[config.mk]
export PLATFORM = sky130hd
export DESIGN_NAME = strrep_seq
export DESIGN_NICKNAME = d
export VERILOG_FILES = /design/src/rtl/strrep_pkg.sv /design/src/rtl/strrep_step.sv /design/src/rtl/strrep_budget.sv /design/src/rtl/strrep_seq.sv
export SDC_FILE = /design/constraint.sdc
export NUM_CORES = 1
export LEC_CHECK = 0
export BUFFER_PORTS_ARGS = -buffer_cell sky130_fd_sc_hd__buf_2
export CELL_PAD_IN_SITES_DETAIL_PLACEMENT = 2
export CELL_PAD_IN_SITES_GLOBAL_PLACEMENT = 2
export CORE_ASPECT_RATIO = 1.5
export CORE_MARGIN = 2
export CORE_UTILIZATION = 25
export CTS_CLUSTER_SIZE = 8
export DETAILED_ROUTE_END_ITERATION = 8
export PLACE_DENSITY = 0.8
export SYNTH_ARGS = -nofsm -noshare
export SYNTH_HDL_FRONTEND = slang
export SYNTH_SLANG_ARGS = --single-unit
export TNS_END_PERCENT = 50
[constraint.sdc]
create_clock -name clk -period 6 [get_ports clk]
set_clock_uncertainty 0.15 [all_clocks]
set_input_delay 1.5 -clock clk [delete_from_list [all_inputs] [get_ports clk]]
set_output_delay 1.5 -clock clk [all_outputs]
set_load 0.01 [all_outputs]
[src/rtl/strrep_pkg.sv]
package strrep_pkg;

    parameter int unsigned DATA_W  = 32;
    parameter int unsigned TALLY_W = 12;
    parameter int unsigned COST_W  = 4;

    typedef enum logic [1:0] {
        OP_COPY = 2'd0,
        OP_FILL = 2'd1,
        OP_LOAD = 2'd2
    } str_op_e;

    typedef enum logic [1:0] {
        PH_IDLE  = 2'd0,
        PH_READ  = 2'd1,
        PH_WRITE = 2'd2,
        PH_DONE  = 2'd3
    } phase_e;

    typedef struct packed {
        phase_e              phase;
        str_op_e             op;
        logic [1:0]          size;
        logic                down;
        logic                wide;
        logic                trap;
        logic                fast;
        logic                big;
        logic [DATA_W-1:0]   cnt;
        logic [DATA_W-1:0]   src;
        logic [DATA_W-1:0]   dst;
        logic [DATA_W-1:0]   acc;
        logic [DATA_W-1:0]   hold;
        logic [TALLY_W-1:0]  tally;
        logic                resume;
        logic                aborted;
    } seq_state_t;

    function automatic logic [2:0] elem_bytes(input logic [1:0] code);
        case (code)
            2'd0:    return 3'd1;
            2'd1:    return 3'd2;
            default: return 3'd4;
        endcase
    endfunction

    function automatic logic [DATA_W-1:0] elem_mask(input logic [1:0] code);
        case (code)
            2'd0:    return DATA_W'(32'h0000_00FF);
            2'd1:    return DATA_W'(32'h0000_FFFF);
            default: return '1;
        endcase
    endfunction

endpackage

[src/rtl/strrep_step.sv]
module strrep_step #(
    parameter int unsigned DW       = 32,
    parameter int unsigned NARROW_W = 16,
    parameter int unsigned AMT_W    = 3
) (
    input  logic [DW-1:0]    ptr_i,
    input  logic [AMT_W-1:0] amt_i,
    input  logic             down_i,
    input  logic             wide_i,
    output logic [DW-1:0]    ptr_o
);
    localparam int unsigned HI_W = DW - NARROW_W;

    logic [DW-1:0]       amt_ext;
    logic [DW-1:0]       full_res;
    logic [NARROW_W-1:0] narrow_res;

    always_comb begin
        amt_ext    = DW'(amt_i);
        full_res   = down_i ? (ptr_i - amt_ext) : (ptr_i + amt_ext);
        narrow_res = down_i ? (ptr_i[NARROW_W-1:0] - amt_ext[NARROW_W-1:0])
                            : (ptr_i[NARROW_W-1:0] + amt_ext[NARROW_W-1:0]);
        ptr_o      = wide_i ? full_res : {ptr_i[DW-1:DW-HI_W], narrow_res};
    end
endmodule

[src/rtl/strrep_budget.sv]
module strrep_budget
    import strrep_pkg::*;
#(
    parameter int unsigned COPY_FAST = 3,
    parameter int unsigned COPY_SLOW = 4,
    parameter int unsigned XFER_FAST = 4,
    parameter int unsigned XFER_SLOW = 5,
    parameter int unsigned LIMIT_STD = 100,
    parameter int unsigned LIMIT_EXT = 1000
) (
    input  str_op_e              op_i,
    input  logic                 fast_i,
    input  logic                 ext_i,
    output logic [COST_W-1:0]    cost_o,
    output logic [TALLY_W-1:0]   limit_o
);
    always_comb begin
        if (op_i == OP_COPY) begin
            cost_o = fast_i ? COST_W'(COPY_FAST) : COST_W'(COPY_SLOW);
        end else begin
            cost_o = fast_i ? COST_W'(XFER_FAST) : COST_W'(XFER_SLOW);
        end
        limit_o = ext_i ? TALLY_W'(LIMIT_EXT) : TALLY_W'(LIMIT_STD);
    end
endmodule

[src/rtl/strrep_seq.sv]
module strrep_seq
    import strrep_pkg::*;
#(
    parameter int unsigned NARROW_W  = 16,
    parameter int unsigned LIMIT_STD = 100,
    parameter int unsigned LIMIT_EXT = 1000
) (
    input  logic                clk,
    input  logic                rst_n,
    input  logic                start,
    input  logic [1:0]          op_sel,
    input  logic [1:0]          elem_size,
    input  logic                dir_down,
    input  logic                addr_wide,
    input  logic                trap,
    input  logic                fast_core,
    input  logic                big_budget,
    input  logic [DATA_W-1:0]   cnt_in,
    input  logic [DATA_W-1:0]   src_in,
    input  logic [DATA_W-1:0]   dst_in,
    input  logic [DATA_W-1:0]   acc_in,
    output logic                mem_req,
    output logic                mem_we,
    output logic [DATA_W-1:0]   mem_addr,
    output logic [1:0]          mem_size,
    output logic [DATA_W-1:0]   mem_wdata,
    input  logic                mem_ack,
    input  logic [DATA_W-1:0]   mem_rdata,
    input  logic                mem_abort,
    output logic                busy,
    output logic                done,
    output logic                resume,
    output logic                aborted,
    output logic [DATA_W-1:0]   cnt_out,
    output logic [DATA_W-1:0]   src_out,
    output logic [DATA_W-1:0]   dst_out,
    output logic [DATA_W-1:0]   acc_out,
    output logic [TALLY_W-1:0]  tally_out
);
    localparam int unsigned N_STEP = 3;   // counter, source, destination
    localparam int unsigned HI_W   = DATA_W - NARROW_W;

    seq_state_t q, d;

    // shared arithmetic
    logic [DATA_W-1:0] step_in  [N_STEP];
    logic [2:0]        step_amt [N_STEP];
    logic              step_dn  [N_STEP];
    logic [DATA_W-1:0] step_out [N_STEP];

    assign step_in[0]  = q.cnt;
    assign step_amt[0] = 3'd1;
    assign step_dn[0]  = 1'b1;
    assign step_in[1]  = q.src;
    assign step_amt[1] = elem_bytes(q.size);
    assign step_dn[1]  = q.down;
    assign step_in[2]  = q.dst;
    assign step_amt[2] = elem_bytes(q.size);
    assign step_dn[2]  = q.down;

    for (genvar gi = 0; gi < N_STEP; gi++) begin : g_step
        strrep_step #(
            .DW      (DATA_W),
            .NARROW_W(NARROW_W),
            .AMT_W   (3)
        ) u_step (
            .ptr_i (step_in[gi]),
            .amt_i (step_amt[gi]),
            .down_i(step_dn[gi]),
            .wide_i(q.wide),
            .ptr_o (step_out[gi])
        );
    end

    logic [COST_W-1:0]  elem_cost;
    logic [TALLY_W-1:0] slice_limit;

    strrep_budget #(
        .LIMIT_STD(LIMIT_STD),
        .LIMIT_EXT(LIMIT_EXT)
    ) u_budget (
        .op_i   (q.op),
        .fast_i (q.fast),
        .ext_i  (q.big),
        .cost_o (elem_cost),
        .limit_o(slice_limit)
    );

    // derived views of the working registers
    str_op_e            op_in;
    logic               start_zero;
    logic               cnt_next_zero;
    logic [DATA_W-1:0]  cur_mask;
    logic [DATA_W-1:0]  src_vis;
    logic [DATA_W-1:0]  dst_vis;
    logic [TALLY_W-1:0] tally_sum;
    logic               commit;

    always_comb begin
        op_in         = (op_sel == 2'd3) ? OP_LOAD : str_op_e'(op_sel);
        start_zero    = addr_wide ? (cnt_in == '0) : (cnt_in[NARROW_W-1:0] == '0);
        cnt_next_zero = q.wide ? (step_out[0] == '0) : (step_out[0][NARROW_W-1:0] == '0);
        cur_mask      = elem_mask(q.size);
        src_vis       = q.wide ? q.src : {{HI_W{1'b0}}, q.src[NARROW_W-1:0]};
        dst_vis       = q.wide ? q.dst : {{HI_W{1'b0}}, q.dst[NARROW_W-1:0]};
        tally_sum     = q.tally + TALLY_W'(elem_cost);
    end

    // next-state process
    always_comb begin
        d         = q;
        commit    = 1'b0;
        mem_req   = 1'b0;
        mem_we    = 1'b0;
        mem_addr  = '0;
        mem_wdata = '0;

        case (q.phase)
            PH_IDLE: begin
                if (start) begin
                    d.op      = op_in;
                    d.size    = elem_size;
                    d.down    = dir_down;
                    d.wide    = addr_wide;
                    d.trap    = trap;
                    d.fast    = fast_core;
                    d.big     = big_budget;
                    d.cnt     = cnt_in;
                    d.src     = src_in;
                    d.dst     = dst_in;
                    d.acc     = acc_in;
                    d.tally   = '0;
                    d.resume  = 1'b0;
                    d.aborted = 1'b0;
                    if (start_zero) begin
                        d.phase = PH_DONE;
                    end else if (op_in == OP_FILL) begin
                        d.phase = PH_WRITE;
                    end else begin
                        d.phase = PH_READ;
                    end
                end
            end

            PH_READ: begin
                mem_req  = 1'b1;
                mem_addr = src_vis;
                if (mem_abort) begin
                    d.aborted = 1'b1;
                    d.phase   = PH_DONE;
                end else if (mem_ack) begin
                    if (q.op == OP_COPY) begin
                        d.hold  = mem_rdata & cur_mask;
                        d.phase = PH_WRITE;
                    end else begin
                        d.acc  = (q.acc & ~cur_mask) | (mem_rdata & cur_mask);
                        commit = 1'b1;
                    end
                end
            end

            PH_WRITE: begin
                mem_req   = 1'b1;
                mem_we    = 1'b1;
                mem_addr  = dst_vis;
                mem_wdata = ((q.op == OP_COPY) ? q.hold : q.acc) & cur_mask;
                if (mem_abort) begin
                    d.aborted = 1'b1;
                    d.phase   = PH_DONE;
                end else if (mem_ack) begin
                    commit = 1'b1;
                end
            end

            default: begin
                d.phase = PH_IDLE;
            end
        endcase

        if (commit) begin
            d.cnt   = step_out[0];
            d.tally = tally_sum;
            if (q.op != OP_FILL) d.src = step_out[1];
            if (q.op != OP_LOAD) d.dst = step_out[2];
            if (cnt_next_zero) begin
                d.phase  = PH_DONE;
                d.resume = 1'b0;
            end else if (q.trap || (tally_sum > slice_limit)) begin
                d.phase  = PH_DONE;
                d.resume = 1'b1;
            end else if (q.op == OP_FILL) begin
                d.phase = PH_WRITE;
            end else begin
                d.phase = PH_READ;
            end
        end
    end

    // state register
    always_ff @(posedge clk or negedge rst_n) begin
        if (!rst_n) begin
            q <= '0;
        end else begin
            q <= d;
        end
    end

    assign mem_size  = q.size;
    assign busy      = (q.phase == PH_READ) || (q.phase == PH_WRITE);
    assign done      = (q.phase == PH_DONE);
    assign resume    = q.resume;
    assign aborted   = q.aborted;
    assign cnt_out   = q.cnt;
    assign src_out   = q.src;
    assign dst_out   = q.dst;
    assign acc_out   = q.acc;
    assign tally_out = q.tally;

    // views for the bound checker
    logic wide_q;
    logic load_q;
    assign wide_q = q.wide;
    assign load_q = (q.op == OP_LOAD);

endmodule

Word level (Yosys, flattened, before mapping)
Index checks and enable logic that the tools add are counted.

cells by class
  $add $sub $neg = 11
  muxes and demuxes = 57
  equality and inequality tests = 20
  bitwise operators = 6
  reductions and logical operators = 20
  $lt $le $gt $ge = 1

operators by type and width
  kind                   number
  $mux 32                13
  $mux 96                2
  $pmux 32 s2            3
  $mux 139               1
  $mux 64                2
  $and 32x32->32         3
  $add 32x3->32          2
  $logic_not 32->1       2
  $sub 32x3->32          2
  $add 16x3->16          2
  $logic_not 16->1       2
  $mux 16                2
  $not 32->32            1
  $or 32x32->32          1
  $sub 16x3->16          2
  $sub 32x1->32 const B  1
  $mux 13                2
  $mux 2                 11
  $sub 16x1->16 const B  1
  $mux 14                1
  $mux 1                 13
  $add 12x4->12          1
  $gt 12x12->1           1
  $ne 3x3->1 const B     4
  other kinds (20)       40

storage, ports and cells
  word-level logic and storage cells = 133
  flip-flop bits (word level) = 185
  output and inout port bits = 212

Depth between registers and ports, before layout
Gate-level depths: netlist (run 1).

  word-level depth = 9
  depth in mapped cells = 18
  gate-level depth less buffers = 17

Modules after synthesis
From an unflattened synthesis (run 1), not the netlist that was laid out.

second synthesis, totals
  cell total of the unflattened synthesis = 2,106
  area total of the unflattened synthesis = 17,350.4 um^2

modules (own cells, without submodules)
  module                              instances  cells each  area each (um^2)  sequential area each (um^2)
  strrep_seq                          1          1,242       11,040.6          4,629.4
  strrep_step (g_step[0].u_step ...)  2          278         2,044.5           0.0
  strrep_step (g_step[2].u_step)      1          288         2,083.2           0.0
  strrep_budget                       1          20          137.6             0.0

Worst setup path after synthesis (run 1)
OpenSTA, ideal clock, no wires.

  path kind = reg2reg
  start = register q[178] in the netlist's numbering
  end = register q (netlist bit dst_out[31])
  buffers on the path = 0
  cell stages (with the launch flop) = 14
  setup time = 0.130 ns
  path slack = 1.603 ns
  period minus slack after synthesis = 4.397 ns
  arrival = 4.117 ns
  cells stage by stage = dfrtp_1 -> mux2_2 -> inv_1 -> ha_1 -> nor2b_1 -> o31ai_1 -> a21oi_1 -> a21o_1 -> o41ai_1 -> o2111ai_1 -> a31oi_1 -> xnor2_1 -> xnor2_1 -> o21ai_0

between the ends
  longest elaborated chain between the ends = 4

RTL lines
  element                 line               RTL
  from (decl)             strrep_seq.sv:43   seq_state_t q, d;
  from (signal assigned)  strrep_seq.sv:202  q <= '0;
  from (signal assigned)  strrep_seq.sv:204  q <= d;
  $mux 32                 strrep_step.sv:20  full_res = down_i ? (ptr_i - amt_ext) : (ptr_i + amt_ext);
  $mux 32                 strrep_step.sv:23  ptr_o = wide_i ? full_res : {ptr_i[DW-1:DW-HI_W], narrow_res};
  $mux 32                 strrep_seq.sv:184  if (q.op != OP_LOAD) d.dst = step_out[2];
  $mux 96                 strrep_seq.sv:180  if (commit) begin

Every way passes these cells. The select of a mux whose other input is x is not followed.
A chain may end at the register's enable or synchronous reset.

Final worst setup path (run 1)
  start = register q (netlist bit mem_size[0])
  end = register q (netlist bit dst_out[29])

between the ends
  longest elaborated chain between the ends = 7
  elaborated cells between the ends (all ways) = 9
  classes of those cells = add/sub (2); eq/ne (1); mux (5); reduce/logical (1)

RTL lines
  element                                                line               RTL
  $eq 2x1->1 / $logic_not 2->1 (equally long branches)   strrep_pkg.sv:40   case (code)
  $pmux 3 s2 (*)                                         strrep_pkg.sv:40
  $add 32x3->32 / $sub 32x3->32 (equally long branches)  strrep_step.sv:20
  $mux 32 (*)                                            strrep_step.sv:20
  $mux 32 (*)                                            strrep_step.sv:23
  $mux 32 (*)                                            strrep_seq.sv:184
  $mux 96 (*)                                            strrep_seq.sv:180

Mark *: on every way between the ends. The rest lies on a longest branch, timed or not. The select of a mux whose other input is x is not followed.

==> results of run 1 <==
[worst max path at each step]
stage / startpoint / to / depth (start not counted)
after floorplan: q[178] / dst_out[31] / 13
after global placement: mem_size[0] / dst_out[31] / 15
after detailed placement: mem_size[0] / dst_out[29] / 15
after CTS: mem_size[0] / dst_out[29] / 15
after global routing: mem_size[0] / dst_out[31] / 15
final: mem_size[0] / dst_out[29] / 15
[tightest hold or removal path: stages (launching register included)]
cell     delay [ps]
dfrtp_1         350
nand2_1          50
o21ai_0          60
[metal layers]
metal	up-vias	routed length [um]
li1	6647	-
met1	7429	25600
met2	419	33900
met3	121	3320
met4	12	2780
met5	-	79
[area by class of cell]
class | count | share of cell area
flip-flops and latches | 185 | 0.278
well taps | 763 | 0.0574
clock inverters | 14 | 0.00805
inverters | 44 | 0.00993
clock buffers | 17 | 0.0256
repair buffers | 405 | 0.126
multi-input cells | 1331 | 0.494
diodes | 4 | 0.000602
[per-stage QoR]
stage / cell area (um2) / util
2_1_floorplan: 14400 / -
3_3_place_gp: 16100 / 0.282
3_5_place_dp: 16100 / 0.282
4_1_cts: 16600 / 0.292
5_1_grt: 16600 / 0.292
6_report: 16600 / 0.292
[kinds of logic (layout without fill, tap and decap cells)]
family          Yosys count  in the layout
mux                      39             39
simple gates            579            579
compound gates          566            566
buf+inv                 280            480
xor+xnor                 67             67
flops                   185            185
fa+ha+maj                80             80
other cells               0              4
[power by group through the flow]
stage / logic, mW / registers [mW] / clock network (mW)
after floorplan: 4.67 / 2.20 / 0
after global placement: 5.93 / 2.54 / 0
after detailed placement: 6.23 / 2.58 / 0
after CTS: 6.30 / 2.56 / 1.21
after global routing: 6.96 / 2.63 / 1.25
final: 6.25 / 2.57 / 1.16
[sequential cells by signal (all words and copies together), names as in the netlist]
signal / count
tally_out: 12
wide_q: 1
aborted: 1
mem_size: 2
src_out: 32
resume: 1
q: 40
acc_out: 32
dst_out: 32
cnt_out: 32
[placed cells by master, fill, tap and decap left out, types with 8 or more instances in the layout]
master     netlist  final
buf_2            3    384
a21boi_0        10     10
a31oi_1         17     17
dfrtp_1        185    184
nor4_1          12     12
a21o_1          22     22
inv_1           44     44
nor2b_1         34     33
ha_1            77     75
a21oi_1        131    129
nand2b_1        20     20
nor3_1          38     38
mux2i_1         30     30
a211oi_1        14     14
o21a_1          13     13
o211ai_1         8      8
clkbuf_16        0     17
xnor2_1         46     46
nand4_1         10     10
nand2_1        273    272
o21ai_0        196    196
nor2_1         101     99
a22oi_1         89     89
nand3_1         36     36
o22ai_1         10     10
and3_1          15     15
buf_4          143     19
mux2_2           9      9
a221o_1          8      8
xor2_1          20     20
==> results.md, run 1 <==
* Final setup fails at 0
* Crit-path cells: or2_2, ha_1, mux2_2, inv_1, ha_1, nor2b_1, o31ai_1, a21oi_1, a21o_1, o41ai_1, o21ai_0, a31oi_1, nor3b_1, a31oi_1, o21ai_0
* Peak VDD IR at 0.234 mV
* CTS Hold Buffers Added at 0
* Die area at 0.0596 mm2
* Largest family of logic cells by synthesized area: compound AO/OA/AOI/OAI gates
* RR Endpoint: dst_out[29]
* Actual slew at the worst max-slew pin at 1330 ps
* Gr busiest metal: met2
* Synth top area cells: dfrtp_1 (32%), buf_4 (7.4%), nand2_1 (7.1%)
* Static Leak at 7.53 nW
* Setup CP Type: flop to flop
* Mux contribution to synthesized area at 0.0279
* Complex-gate fraction of the synthesized area at 0.241
* Syn Area/Cell at 8.02 um2
* Total power at 9.98 mW
* TritonCTS Buffers at 17
* Pin count of the biggest net entering global routing at 102
* Synth Warn # at 0
* Reg2reg path depth at 15
* Ratio of cells with drive above 1 in the final layout at 0.237
* DR iter-0 viols at 661
* Reg area at 0.00463 mm2
* Syn nets at 2050
* Clock share of power at 0.117
* Synth Instances at 1796
* Worst Hold Class: flop to flop
* Setup_tns at 0 ps
* Max Buffers Root-to-Sink at 2
* Clk slew on worst S/H paths at 90 ps
* Comb power frac at 0.626
* Worst setup margin at 1260 ps
* Area share of the largest cell type after synthesis at 0.321
* Multi-input logic area at 0.00821 mm2
* Critical path startpoint category: flop
* P_int at 4.66 mW
* Clk_lat worst skew at 470 ps
* Share of power burned in registers at 0.258
* CP max FO at 12
* # rows at 107
* Area growth, synth to finish at 15.4%
* Reg2Reg Setup Slack at 1260 ps
* Relative max-transition margin at 0.111
* Clk sinks at 185
* Min-delay src: q[29]
* Final non-filler cell total at 2763
* Average vias per placed instance at 5.29
* Grt ovf at 0
* Worst Hold Depth at 2
* Met2 Use GR at 0.398
* Final hold slack at 340 ps
* Root Driver: clkbuf_16
* DPL Wire Length at 50300 um
* Initial Util at 0.253
* Worst Setup End Kind: flop
* Worst path required time at 6180 ps
* RR Startpoint: mem_size[0]
* Final hold viol count at 0
* Dpl cells at 2728
* Synth Area in XOR/XNOR at 0.0412
* Pre-CTS WS at 1320 ps
* Status: complete, no violations
* CTS-repair resized insts at 0
* Core area at 0.0569 mm2
* Via count at 14600
* Antenna-violating nets left at 0
* GPL Wtd Cong at 0.889
* FF+latch count, synth at 185
* # DRC at 0
* Post-synthesis adder-cell area fraction at 0.0710
* Post-Route WL at 65700 um
* DR pass1 iterations at 5
* Ys flop type: dfrtp_1
* Per-cell routed wire length at 23.8 um
* Slowest stage delay, CP at 860 ps
* Switching pwr at 5.32 mW
* Total Nets Final at 2238
* Power Density at 600 mW/mm2
* Met1 Resource Use GR at 0.245
* First-pass GRT wire length at 99800 um
* Final min period at 4740 ps
* Register area share after synthesis at 0.321
* Initial antenna violation count at 11
* Total track usage at 0.220
* Cell taking the most area after synthesis: dfrtp_1
* Vias in the first global route at 16300
* RSZ-0062 raised after global routing: false
* CP top delay family: compound AO/OA/AOI/OAI gates
* Crit path buf inv count at 1
* CTS tree: yes
* Synth Area in Simple Gates at 0.186
* Async SR Flop Fraction at 1.00
* Mapped cell area at 0.0144 mm2
* Fmax at 0.211 GHz
* Top-count cell post-synth: nand2_1
* Die Width at 200 um
* # port buffers at 385
* Max-cap viol count at 0
* Fin crit share at 0.790
* Worst Path Arrival at 4920 ps
* Die height at 298 um
* Hold path endpoint: q[29]
* Htree depth at 4
* EDFF count, synth at 0
* Number of library cell types mapped by synthesis at 69
* GR Util met3 at 0.0449
* Crit-path slowest cell: o41ai_1
* Layout filler cell count at 6675
* Pins Over Slew Limit at 0
* Number of setup buffers added after CTS at 0
* Most common library cells after synthesis: nand2_1 (273), o21ai_0 (196), dfrtp_1 (185)
* Sw Ratio at 0.533
* I/O pins at 386
Power figures use the tool's default switching activity.
==> inputs of run 2 (changes only) <==
--- a/config.mk
+++ b/config.mk
@@ -13,7 +13,7 @@
 export CORE_UTILIZATION = 25
 export CTS_CLUSTER_SIZE = 8
 export DETAILED_ROUTE_END_ITERATION = 8
-export PLACE_DENSITY = 0.8
+export PLACE_DENSITY = 0.82
 export SYNTH_ARGS = -nofsm -noshare
 export SYNTH_HDL_FRONTEND = slang
 export SYNTH_SLANG_ARGS = --single-unit
==> constraint.sdc (replaced) <==
create_clock -name clk -period 3.81 [get_ports clk]
set_clock_uncertainty 0.15 [all_clocks]
set_input_delay 0.9525 -clock clk [delete_from_list [all_inputs] [get_ports clk]]
set_output_delay 0.9525 -clock clk [all_outputs]
set_load 0.01 [all_outputs]
==> run 2 against run 1 <==
The run now ends with negative setup slack left. Via count increased by 3.2%. Clock power increased by 60%. Hold slack improved by 3.7 ps. Sequential share of layout area decreased by 1.8 points. Largest cell class unchanged.
==> results.md, run 2 (synthesis gave the netlist of run 1 again) <==
* Status: complete, but fails checks
* Failing checks: negative setup slack
* TritonCTS Buffers at 17
* Relative max-transition margin at 0.428
* Worst Hold Class: primary input to async pin
* Clk slew on worst S/H paths at 80 ps
* Die Width at 200 um
* Crit-path cells: nor2_4, nand2_2, inv_2, ha_1, a21o_1, a21oi_4, buf_4, buf_6, xnor2_2, ha_1, a2111oi_4, a21oi_2, o31a_1, o21ai_1, a21oi_1, nand3b_1, o32a_1
* Via count at 15100
* Slowest stage delay, CP at 440 ps
* Setup CP Type: flop to flop
* Die area at 0.0596 mm2
* Commonest non-fill, non-tap cells in the layout: buf_2 (384), nand2_1 (270), o21ai_0 (185), dfrtp_1 (182), a21oi_1 (122)
* Clk_lat worst skew at 490 ps
* Fin crit share at 1.02
* Total track usage at 0.226
* Initial Util at 0.253
* # rows at 107
* # port buffers at 385
* Vias in the first global route at 16700
* Pins Over Slew Limit at 0
* CP top delay family: compound AO/OA/AOI/OAI gates
* Actual slew at the worst max-slew pin at 854 ps
* Most common cell after layout, fill and taps aside: buf_2
* Final hold viol count at 0
* Per-cell routed wire length at 24.2 um
* RSZ-0062 raised after global routing: true
* Most frequent CP cell: ha_1
* Ratio of cells with drive above 1 in the final layout at 0.298
* Final setup fails at 1
* First-pass GRT wire length at 102000 um
* I/O pins at 386
* Crit-path slowest cell: dfrtp_2
* Max-cap viol count at 0
* Worst Setup End Kind: flop
* DPL Wire Length at 52700 um
* CTS tree: yes
* Power Density at 986 mW/mm2
* Reg2reg path depth at 17
* Total Nets Final at 2332
* Average vias per placed instance at 5.28
* Largest Register: q
* Final min period at 3880 ps
* Htree depth at 4
* Max reg flops at 40
* Die height at 298 um
* Initial antenna violation count at 11
* Worst setup margin at -66.6 ps
* Pin count of the biggest net entering global routing at 74
* Max Buffers Root-to-Sink at 2
* Core area at 0.0569 mm2
* Total power at 17.5 mW
* # DRC at 0
* Peak VDD IR at 0.427 mV
* Grt ovf at 0
* Root Driver: clkbuf_16
* RR Endpoint: q[183]
* GPL Wtd Cong at 0.906
* Worst path required time at 4030 ps
* RR Startpoint: q[182]
* Dpl cells at 2799
* Final Util at 0.312
* Post-route cell area at 0.0178 mm2
* Area growth, synth to finish at 23.3%
* Reg2Reg Setup Slack at -70 ps
* CP max FO at 6
* DR pass1 iterations at 4
* Static Leak at 8.12 nW
* CTS Hold Buffers Added at 0
* Fmax at 0.258 GHz
* Worst Path Arrival at 4090 ps
* Critical path startpoint category: flop
* Clk sinks at 185
* Final non-filler cell total at 2861
* DR iter-0 viols at 632
* Crit path buf inv count at 3
* Antenna-violating nets left at 0
* Post-Route WL at 69100 um
* Cell Area, Placed at 0.0167 mm2
run 2: cell types whose count changed in the layout (fill, tap and decap cells not counted), moves of 5 or more:
cell     change
buf_4       +90
o21ai_0     -11
o21ai_1      +9
a21oi_1      -7
a21oi_4      +5
ha_1         -5
run 2: worst max path at each step:
stage	from	to	slack [ps]	cells past startpoint
floorplan	q[181]	q[183]	-20	16
global placement	mem_size[0]	dst_out[28]	-210	15
detailed placement	mem_size[0]	src_out[30]	-260	15
CTS	q[181]	q[183]	3	18
global route	q[182]	q[183]	-190	17
finish	q[182]	q[183]	-70	17
run 2: per-stage QoR:
step | TNS [ps] | hold WS, ps | setup WS [ps]
floorplan | -15.6 | 296 | -15.6
global route | -420 | 373 | -193
finish | -66.6 | 343 | -66.6
detailed placement | -3120 | 324 | -258
CTS | 0 | 346 | 3.04
global placement | -1130 | 314 | -205
run 2: per-layer routing:
metal  global-route usage  vias to the layer above  share of wire
met4                0.121                        8          0.056
met5                    0                        -        0.00074
met1                0.244                     7646           0.38
met3               0.0438                      152          0.051
li1                     -                     6833              -
met2                0.411                      457           0.52
run 2: area by class of cell:
type                    count  area, um2
diodes                      7       17.5
inverters                  44        168
well taps                 763        955
fillers                  6602      39100
multi-input cells        1331       8610
flip-flops and latches    185       4630
clock inverters            15        130
repair buffers            499       2830
clock buffers              17        425
run 2: repair_timing:
item / CTS / global route
setup endpoints to repair: 25 / 28
setup buffers: 6 / 19
resized for setup: 28 / 59
pin swaps: 14 / 47
run 2: power by group:
part           total, mW  internal [mW]  switching [mW]
logic               11.7           4.71            6.99
registers           3.97           2.76            1.21
clock network       1.86          0.864           0.993
